**src/rtl/ddr_init_pkg.sv**
```systemverilog
package ddr_init_pkg;

    parameter int ADDR_W      = 12;
    parameter int BA_W        = 2;
    parameter int TW          = 8;
    parameter int AP_BIT      = 10;
    parameter int DLL_RST_BIT = 8;

    typedef enum logic [3:0] {
        ST_PWR,
        ST_CKE,
        ST_PRE1,
        ST_EMRS,
        ST_DLLRST,
        ST_PRE2,
        ST_REF,
        ST_MRS,
        ST_WAIT,
        ST_FIN
    } seq_state_t;

    // {cs_n, ras_n, cas_n, we_n}
    typedef enum logic [3:0] {
        CMD_MRS = 4'b0000,
        CMD_REF = 4'b0001,
        CMD_PRE = 4'b0010,
        CMD_NOP = 4'b0111
    } dram_cmd_t;

    typedef struct packed {
        dram_cmd_t             cmd;
        logic [BA_W-1:0]       ba;
        logic [ADDR_W-1:0]     addr;
        logic                  cke;
    } pin_bus_t;

    function automatic logic [TW-1:0] gap_of(input logic [TW-1:0] v);
        return (v == '0) ? TW'(1) : v;
    endfunction

endpackage

```
**src/rtl/ddr_init_fsm.sv**
```systemverilog
module ddr_init_fsm
    import ddr_init_pkg::*;
#(
    parameter int PWRUP_CYC   = 40000,
    parameter int REFRESH_CNT = 2
) (
    input  logic          clk,
    input  logic          rst,
    input  logic [TW-1:0] t_rp,
    input  logic [TW-1:0] t_rfc,
    input  logic [TW-1:0] t_mrd,
    output seq_state_t    state_o
);
    localparam int PW    = $clog2(PWRUP_CYC + 1);
    localparam int CNT_W = (PW > TW) ? PW : TW;
    localparam int REF_W = $clog2(REFRESH_CNT + 1);

    seq_state_t        state_q, ret_q;
    logic [CNT_W-1:0]  wcnt_q;
    logic [REF_W-1:0]  refs_q;

    always_ff @(posedge clk) begin
        if (rst) begin
            state_q <= ST_PWR;
            ret_q   <= ST_PWR;
            wcnt_q  <= CNT_W'(PWRUP_CYC);
            refs_q  <= '0;
        end else begin
            case (state_q)
                ST_PWR: begin
                    if (wcnt_q <= CNT_W'(1)) state_q <= ST_CKE;
                    else                    wcnt_q  <= wcnt_q - 1'b1;
                end
                ST_CKE: state_q <= ST_PRE1;
                ST_PRE1: begin
                    state_q <= ST_WAIT;
                    wcnt_q  <= CNT_W'(gap_of(t_rp));
                    ret_q   <= ST_EMRS;
                end
                ST_EMRS: begin
                    state_q <= ST_WAIT;
                    wcnt_q  <= CNT_W'(gap_of(t_mrd));
                    ret_q   <= ST_DLLRST;
                end
                ST_DLLRST: begin
                    state_q <= ST_WAIT;
                    wcnt_q  <= CNT_W'(gap_of(t_mrd));
                    ret_q   <= ST_PRE2;
                end
                ST_PRE2: begin
                    state_q <= ST_WAIT;
                    wcnt_q  <= CNT_W'(gap_of(t_rp));
                    ret_q   <= ST_REF;
                end
                ST_REF: begin
                    state_q <= ST_WAIT;
                    wcnt_q  <= CNT_W'(gap_of(t_rfc));
                    refs_q  <= refs_q + 1'b1;
                    ret_q   <= (refs_q == REF_W'(REFRESH_CNT - 1)) ? ST_MRS : ST_REF;
                end
                ST_MRS: begin
                    state_q <= ST_WAIT;
                    wcnt_q  <= CNT_W'(gap_of(t_mrd));
                    ret_q   <= ST_FIN;
                end
                ST_WAIT: begin
                    if (wcnt_q <= CNT_W'(1)) state_q <= ret_q;
                    else                    wcnt_q  <= wcnt_q - 1'b1;
                end
                default: state_q <= ST_FIN;
            endcase
        end
    end

    assign state_o = state_q;

    // a refresh is only ever followed (after its gap) by another refresh or the final mode write
    p_ref_order_r7: assert property (@(posedge clk) disable iff (rst)
        (state_q == ST_REF) |=> (ret_q == ST_REF || ret_q == ST_MRS));

    // a gap always starts at a non-zero count
    p_gap_nonzero_r4: assert property (@(posedge clk) disable iff (rst)
        (state_q != ST_WAIT && $past(state_q) != ST_WAIT && state_q != ST_PWR) |-> (wcnt_q != '0));

endmodule

```
**src/rtl/ddr_init_lock.sv**
```systemverilog
module ddr_init_lock #(
    parameter int LOCK_CYC = 200
) (
    input  logic clk,
    input  logic rst,
    input  logic start,
    output logic locked
);
    localparam int LW = $clog2(LOCK_CYC + 1);

    logic [LW-1:0] cnt_q;

    always_ff @(posedge clk) begin
        if (rst) begin
            cnt_q <= '0;
        end else if ((start && cnt_q == '0) ||
                     (cnt_q != '0 && cnt_q != LW'(LOCK_CYC))) begin
            cnt_q <= cnt_q + 1'b1;
        end
    end

    assign locked = (cnt_q == LW'(LOCK_CYC));

    // once counted out, the lock indication never drops
    p_lock_hold_r10: assert property (@(posedge clk) disable iff (rst)
        locked |=> locked);

endmodule

```
**src/rtl/ddr_init_pins.sv**
```systemverilog
module ddr_init_pins
    import ddr_init_pkg::*;
(
    input  seq_state_t          state,
    input  logic [ADDR_W-1:0]   mode_word,
    input  logic                locked,
    output pin_bus_t            pins,
    output logic                done
);
    localparam logic [ADDR_W-1:0] AP_MASK  = ADDR_W'(1) << AP_BIT;
    localparam logic [ADDR_W-1:0] DLL_MASK = ADDR_W'(1) << DLL_RST_BIT;

    always_comb begin
        pins.cmd  = CMD_NOP;
        pins.ba   = '0;
        pins.addr = '0;
        pins.cke  = (state != ST_PWR);
        case (state)
            ST_PRE1, ST_PRE2: begin
                pins.cmd  = CMD_PRE;
                pins.addr = AP_MASK;
            end
            ST_EMRS: begin
                pins.cmd = CMD_MRS;
                pins.ba  = BA_W'(1);
            end
            ST_DLLRST: begin
                pins.cmd  = CMD_MRS;
                pins.addr = mode_word | DLL_MASK;
            end
            ST_REF: pins.cmd = CMD_REF;
            ST_MRS: begin
                pins.cmd  = CMD_MRS;
                pins.addr = mode_word & ~DLL_MASK;
            end
            default: ;
        endcase
    end

    assign done = (state == ST_FIN) && locked;

endmodule

```
**src/rtl/ddr_init_seq.sv**
```systemverilog
module ddr_init_seq
    import ddr_init_pkg::*;
#(
    parameter int PWRUP_CYC    = 40000,
    parameter int DLL_LOCK_CYC = 200,
    parameter int REFRESH_CNT  = 2
) (
    input  logic              clk,
    input  logic              rst,
    input  logic [7:0]        t_rp,
    input  logic [7:0]        t_rfc,
    input  logic [7:0]        t_mrd,
    input  logic [11:0]       mode_word,
    output logic              cke,
    output logic              cs_n,
    output logic              ras_n,
    output logic              cas_n,
    output logic              we_n,
    output logic [1:0]        ba,
    output logic [11:0]       addr,
    output logic              done
);
    seq_state_t state;
    pin_bus_t   pins;
    logic       locked;

    ddr_init_fsm #(
        .PWRUP_CYC  (PWRUP_CYC),
        .REFRESH_CNT(REFRESH_CNT)
    ) u_fsm (
        .clk    (clk),
        .rst    (rst),
        .t_rp   (t_rp),
        .t_rfc  (t_rfc),
        .t_mrd  (t_mrd),
        .state_o(state)
    );

    ddr_init_lock #(
        .LOCK_CYC(DLL_LOCK_CYC)
    ) u_lock (
        .clk   (clk),
        .rst   (rst),
        .start (state == ST_DLLRST),
        .locked(locked)
    );

    ddr_init_pins u_pins (
        .state    (state),
        .mode_word(mode_word),
        .locked   (locked),
        .pins     (pins),
        .done     (done)
    );

    assign {cs_n, ras_n, cas_n, we_n} = pins.cmd;
    assign ba   = pins.ba;
    assign addr = pins.addr;
    assign cke  = pins.cke;

    // clock enable never falls again once raised
    p_cke_hold_r2: assert property (@(posedge clk) disable iff (rst)
        cke |=> cke);

    // no command other than NOP while clock enable is low
    p_cmd_needs_cke_r1: assert property (@(posedge clk) disable iff (rst)
        ({cs_n, ras_n, cas_n, we_n} != CMD_NOP) |-> cke);

    // every command is a single cycle and is followed by NOP
    p_cmd_then_nop_r4: assert property (@(posedge clk) disable iff (rst)
        ({cs_n, ras_n, cas_n, we_n} != CMD_NOP) |=> ({cs_n, ras_n, cas_n, we_n} == CMD_NOP));

    // ready is sticky and quiet
    p_done_hold_r10: assert property (@(posedge clk) disable iff (rst)
        done |=> done);
    p_done_quiet_r10: assert property (@(posedge clk) disable iff (rst)
        done |-> ({cs_n, ras_n, cas_n, we_n} == CMD_NOP && cke));

    // extended-mode write carries an all-zero address
    p_ext_write_r5: assert property (@(posedge clk) disable iff (rst)
        ({cs_n, ras_n, cas_n, we_n} == CMD_MRS && ba[0]) |-> (addr == '0));

    // precharge always targets all banks
    p_pre_all_r3: assert property (@(posedge clk) disable iff (rst)
        ({cs_n, ras_n, cas_n, we_n} == CMD_PRE) |-> addr[AP_BIT]);

endmodule

```
**config.mk**
```make
export PLATFORM = sky130hd
export DESIGN_NAME = ddr_init_seq
export DESIGN_NICKNAME = d
export VERILOG_FILES = /design/src/rtl/ddr_init_pkg.sv /design/src/rtl/ddr_init_fsm.sv /design/src/rtl/ddr_init_lock.sv /design/src/rtl/ddr_init_pins.sv /design/src/rtl/ddr_init_seq.sv
export SDC_FILE = /design/constraint.sdc
export NUM_CORES = 1
export LEC_CHECK = 0
export ABC_CLOCK_PERIOD_IN_PS = 3700
export CELL_PAD_IN_SITES_DETAIL_PLACEMENT = 0
export CELL_PAD_IN_SITES_GLOBAL_PLACEMENT = 1
export CORE_MARGIN = 2
export CORE_UTILIZATION = 38
export DETAILED_ROUTE_END_ITERATION = 10
export PLACE_DENSITY_LB_ADDON = 0.15
export SLEW_MARGIN = 20
export SYNTH_ARGS = -nofsm -noshare
export SYNTH_HDL_FRONTEND = slang
export SYNTH_SLANG_ARGS = --single-unit
```
**constraint.sdc**
```tcl
create_clock -name clk -period 3.7 [get_ports clk]
set_clock_uncertainty 0.15 [all_clocks]
set_input_delay 0.74 -clock clk [delete_from_list [all_inputs] [get_ports clk]]
set_output_delay 0.74 -clock clk [all_outputs]
set_load 0.05 [all_outputs]
```
Yosys cells after proc, flatten, opt, wreduce, memory -nomap -nowiden:

Index checks and enable logic that the tools add are counted.

* add/subtract/negate cells: 3
* $lt $le $gt $ge: 1
* equality and inequality tests: 15
* multiplexer cells: 13
* reductions and logical operators: 19

Operators by type and width (number)
* 16-bit one-hot mux with 4 select lines: 1
* 12-bit one-hot mux with 3 select lines: 1
* 8-bit zero test: 4
* 8-bit 2-to-1 mux: 3
* 4-bit one-hot mux with 6 select lines: 1
* 4-bit by 3-bit equality test with 1-bit output, second input constant: 4
* 16-bit by 1-bit <= comparator with 1-bit output, second input constant: 1
* 16-bit 2-to-1 mux: 1
* 4-bit one-hot mux with 4 select lines: 1
* 16-bit by 1-bit subtractor with 16-bit output, second input constant: 1
* 3-bit one-hot mux with 3 select lines: 1
* 8-bit by 1-bit adder with 8-bit output, second input constant: 1
* 4-bit by 2-bit equality test with 1-bit output, second input constant: 2
* 4-bit equality test, second input constant: 2
* 8-bit equality test, second input constant: 1
* 4-bit 2-to-1 mux: 2
* 8-bit != test, second input constant: 1
* 4-bit nonzero test: 2
* 8-bit nonzero test: 1
* 6-bit nonzero test: 1
* 6-bit OR reduction: 1
* 4-bit by 1-bit equality test with 1-bit output, second input constant: 1
* 4-bit zero test: 1
* 2-bit by 1-bit != test with 1-bit output, second input constant: 2
* other kinds (9): 14

* register bits after elaboration: 34
* input bits: 38
* output and inout bits: 20
* logic and storage cells: 56

Depth between registers and ports, before layout:

* depth after elaboration: 4
* mapped depth: 7
* mapped depth without buffers: 7

Cells and area by module:

From an unflattened synthesis, not the netlist that was laid out.

* cells, all modules: 284
* area, all modules: 2279.7 µm²

Modules (own cells, without submodules)
* ddr_init_fsm: times used 1, cells an instance 197, area an instance 1607.8 µm², seq. area each 520.5 µm²
* ddr_init_lock: times used 1, cells an instance 42, area an instance 417.9 µm², seq. area each 160.2 µm²
* ddr_init_pins: times used 1, cells an instance 44, area an instance 239.0 µm², seq. area each 0.0 µm²
* ddr_init_seq: times used 1, cells an instance 1, area an instance 15.0 µm², seq. area each 0.0 µm²

Worst setup path after synthesis:

No wires, ideal clock.

* path type: register -> output
* from: reg u_fsm.state_q[3], in the netlist u_fsm.state_o[3]
* to: out done
* arrival: 2.547 ns
* data required time: 2.810 ns
* setup slack: 0.263 ns
* cell stages (with the launch flop): 4
* path buffers: 2
* path through: dfxtp_1 > clkbuf_1 > clkbuf_1 > nor4b_1

* longest elaborated chain between the ends: 2

RTL lines
* from (decl): RTL line ddr_init_fsm.sv:18 `seq_state_t state_q, ret_q;`
* from (signal assigned): RTL line ddr_init_fsm.sv:67 `if (wcnt_q <= CNT_W'(1)) state_q <= ret_q;`
* 4-bit equality test: RTL line ddr_init_pins.sv:40 `assign done = (state == ST_FIN) && locked;`
* 1-bit logical AND: RTL line ddr_init_pins.sv:40
* to (decl): RTL line ddr_init_seq.sv:21 `output logic done`

Every way passes these cells.

Worst setup path in the final report:

* from: reg u_fsm.state_q[0], in the netlist u_fsm.state_o[0]
* to: out addr[2]

* longest elaborated chain between the ends: 3
* elaborated cells between the ends (all ways): 6
* classes of those cells: eq/ne (4); mux (1); reduce/logical (1)

RTL lines
* 4-bit by 2-bit equality test with 1-bit output / 4-bit by 3-bit equality test with 1-bit output (equally long branches): RTL line ddr_init_pins.sv:18 `case (state)`
* 2-bit OR reduction (no line)
* 12-bit one-hot mux with 3 select lines *: RTL line ddr_init_pins.sv:18
* to (decl): RTL line ddr_init_seq.sv:20 `output logic [11:0] addr,`

Every way passes the cells marked *; elsewhere a longest branch is shown, timed or not.

==> impl_metrics.csv <==
group,metric,value,unit
floorplan,die_h,79.4,um
logic_synthesis,synth_edf_count,0,
final_layout,nFillCells,541,
worst_setup_path,cp_num_buf_inv,1,
logic_synthesis,yosysTopAreaCell,"dfxtp_1",
logic_synthesis,synth_top_area_share,31.5,%
route,dr.pass1.iters,4,
cts,clkTransAtPathRegs,0.07,ns
final_layout,seq_area,681,um^2
floorplan,initial_core_util,39.2,%
min_path,min_path_type,"register to register",
global_routing,grt_pass1_wl,9720,um
route,vias_per_cell,5.50,
route,wire_per_inst,14.7,um
sta,hold_violations,0,
logic_synthesis,synth-seq-area-share,31.5,%
logic_synthesis,ys_ff_latch,34,
global_routing,grt_pass1_vias,2119,
worst_setup_path,cp_data_required_time,2.81,ns
cts,htreeDepth,2,
placed_design,portBuffers,54,
cts,tritoncts,"done",
logic_synthesis,yosysUniqueCellTypes,57,
placed_design,place_congestion,0.774,
final_layout,nets,364,
logic_synthesis,yosys_warnings,0,
power,max-vdd-ir-drop,0.000169,V
route,totalWireLength,5810,um
job,max_cap_viol_count,0,
global_routing,overflow,0,
cts,cts_root_buf,"clkbuf_8",
floorplan,ios,58,
cts,cts_hold_buf,0,
cts,cts_sinks,34,
logic_synthesis,async_flop_share,0,%
final_layout,syn2layout_area_growth,31.8,%
worst_setup_path,path_cells,"nand2b_1 -> and3_1 -> and2_1 -> clkdlybuf4s50_1",
floorplan,core,5510,um^2
cts,postCtsSetupRepairBufs,0,
power,power.density,313,nW/um^2
cts,cts-buffers-inserted,5,
final_layout,multi_input_area,1370,um^2
placed_design,dp_hpwl,4370,um
placed_design,dp_slack,0.557,ns
worst_setup_path,critPathKind,"register to output port",
logic_synthesis,yosys-top-cells-area,"dfxtp_1 (31%), nor2_1 (5.0%), nand3_1 (3.7%)",
sta,fin_crit,3.34,ns
power,total_leakage_power,0.00100,uW
sta,slew_violations,0,
outcome,status,"complete, no violations",
logic_synthesis,synth_most_common_cell,"dfxtp_1",
sta,setup_viol,0,
logic_synthesis,synthesis.area,2160,um^2
floorplan,die_w,79.4,um
final_layout,final_layout_size_suffix_gt1_share,8.07,%
cts,clock_latency,0.28,ns
sta,tns,0,ns
cts,cts_resized,0,
route,final_antenna_net_count,0,
logic_synthesis,synthTopCellsByCount,"dfxtp_1 (34), nor2_1 (29), nand2_1 (16), nand3_1 (16), clkbuf_1 (13)",
worst_setup_path,cp-end-kind,"output port",
logic_synthesis,ys.flop_type,"dfxtp_1",
route,drtIter0Drc,73,
floorplan,die_area,6310,um^2
route,route.detailed.drc,0,
logic_synthesis,syn-instance-count,269,
global_routing,met2_usage,31.4,%
worst_setup_path,arrival,2.45,ns
sta,worstMarginPinSlew,0.911,ns
final_layout,post-route-util,51.7,%
worst_setup_path,cpMaxStageDelayCell,"clkdlybuf4s50_1",
sta,max_slew_margin,39.3,%
global_routing,grt_busiest_layer,"met2",
sta,finalWorstSetupSlack,0.356,ns
sta,max_freq,299,MHz
global_routing,track_usage,19.4,%
sta,rsz0062_at_grt,"no",
global_routing,antenna_found_initial,0,
worst_setup_path,crit_family,"buffers and inverters",
cts,clock_path_buffers,2,
sta,holdWs,0.316,ns
floorplan,num_rows,27,
worst_setup_path,max_stage_delay,0.79,ns
sta,fin_crit_sh,90.4,%
final_layout,antennaDiodeCount,0,
logic_synthesis,syn_area_per_cell,8.03,um^2
worst_setup_path,crit_path_start_kind,"register",
worst_setup_path,crit_fanout,13,
global_routing,grt.met1_usage,25.9,%
global_routing,grtUsageMet3,4.30,%
route,via_count,2167,
global_routing,grt_max_degree,23,
state kept, by name, summed over array words and instances, names as in the netlist:
signal,cells
u_fsm.refs_q,2
u_fsm.ret_q,4
u_fsm.state_o,4
u_fsm.wcnt_q,16
u_lock.cnt_q,8
per-layer routing:
metal,wire (um),vias to the layer above
met5,0,-
met4,29,0
met3,364,2
met2,2520,81
met1,2890,984
li1,-,1100
power breakdown:
part,internal [uW],switching [uW]
registers,388,27.5
clock network,150,134
logic,101,92.0
per-stage QoR:
step / instances / total power [uW] / area [um^2]
after global placement: 386 / 617 / 2760
after detailed placement: 386 / 616 / 2760
after CTS: 394 / 904 / 2850
after floorplan: 270 / 546 / 2160
after global routing: 394 / 943 / 2850
final: 394 / 893 / 2850
cells by family after synthesis:
kind of cell / count (synthesis) / share of synthesized area (%)
xor gates and xnor gates: 11 / 4.46
adders and majority gates: 5 / 2.90
and+or+nand+nor: 127 / 33.2
DFF: 34 / 31.5
buffers and inverters: 25 / 5.33
muxes: 7 / 3.42
other: 1 / 0.174
AOI/OAI and AO/OA: 59 / 19.1
cells in the final DEF, fill, tap and decap left out, drive strengths merged, types with 5 or more instances in the layout:
cell and instances:
a21oi 11, and2 11, buf 9, clkbuf 7
clkdlybuf4s50 52, dfxtp 34, ha 5, inv 8
nand2 16, nand3 16, nor2 29, nor3 10
nor4 9, o21ai 13, or3 5, or4 9
xor2 9
worst register-to-register path, cell delays in order (launching register included):
cell and delay, ns:
dfxtp_1 0.41, inv_1 0.07, ha_1 0.30, nor2_1 0.19, and4b_1 0.23, a21oi_1 0.73
nor3_1 0.10, a311oi_1 0.25
area by class of cell:
cell class / count / share of cell area (%)
tap: 72 / 3.16
multi-input combinational: 211 / 48.0
clock buffer: 7 / 3.03
clock inverter: 1 / 0.176
timing repair buffer: 61 / 20.6
sequential: 34 / 23.9
inverter: 8 / 1.05
worst paths after layout:
check | slack [ns] | start | to | cells after the start
worst max-delay path | 0.36 | u_fsm.state_o[0] | addr[2] | 4
worst min-delay path | 0.32 | u_fsm.ret_q[2] | u_fsm.state_o[2] | 2
worst max register to register | 1.19 | u_fsm.wcnt_q[0] | u_fsm.wcnt_q[2] | 7
worst min register to register | 0.32 | u_fsm.ret_q[2] | u_fsm.state_o[2] | 2
No activity file was read; power rests on OpenSTA's default activity.
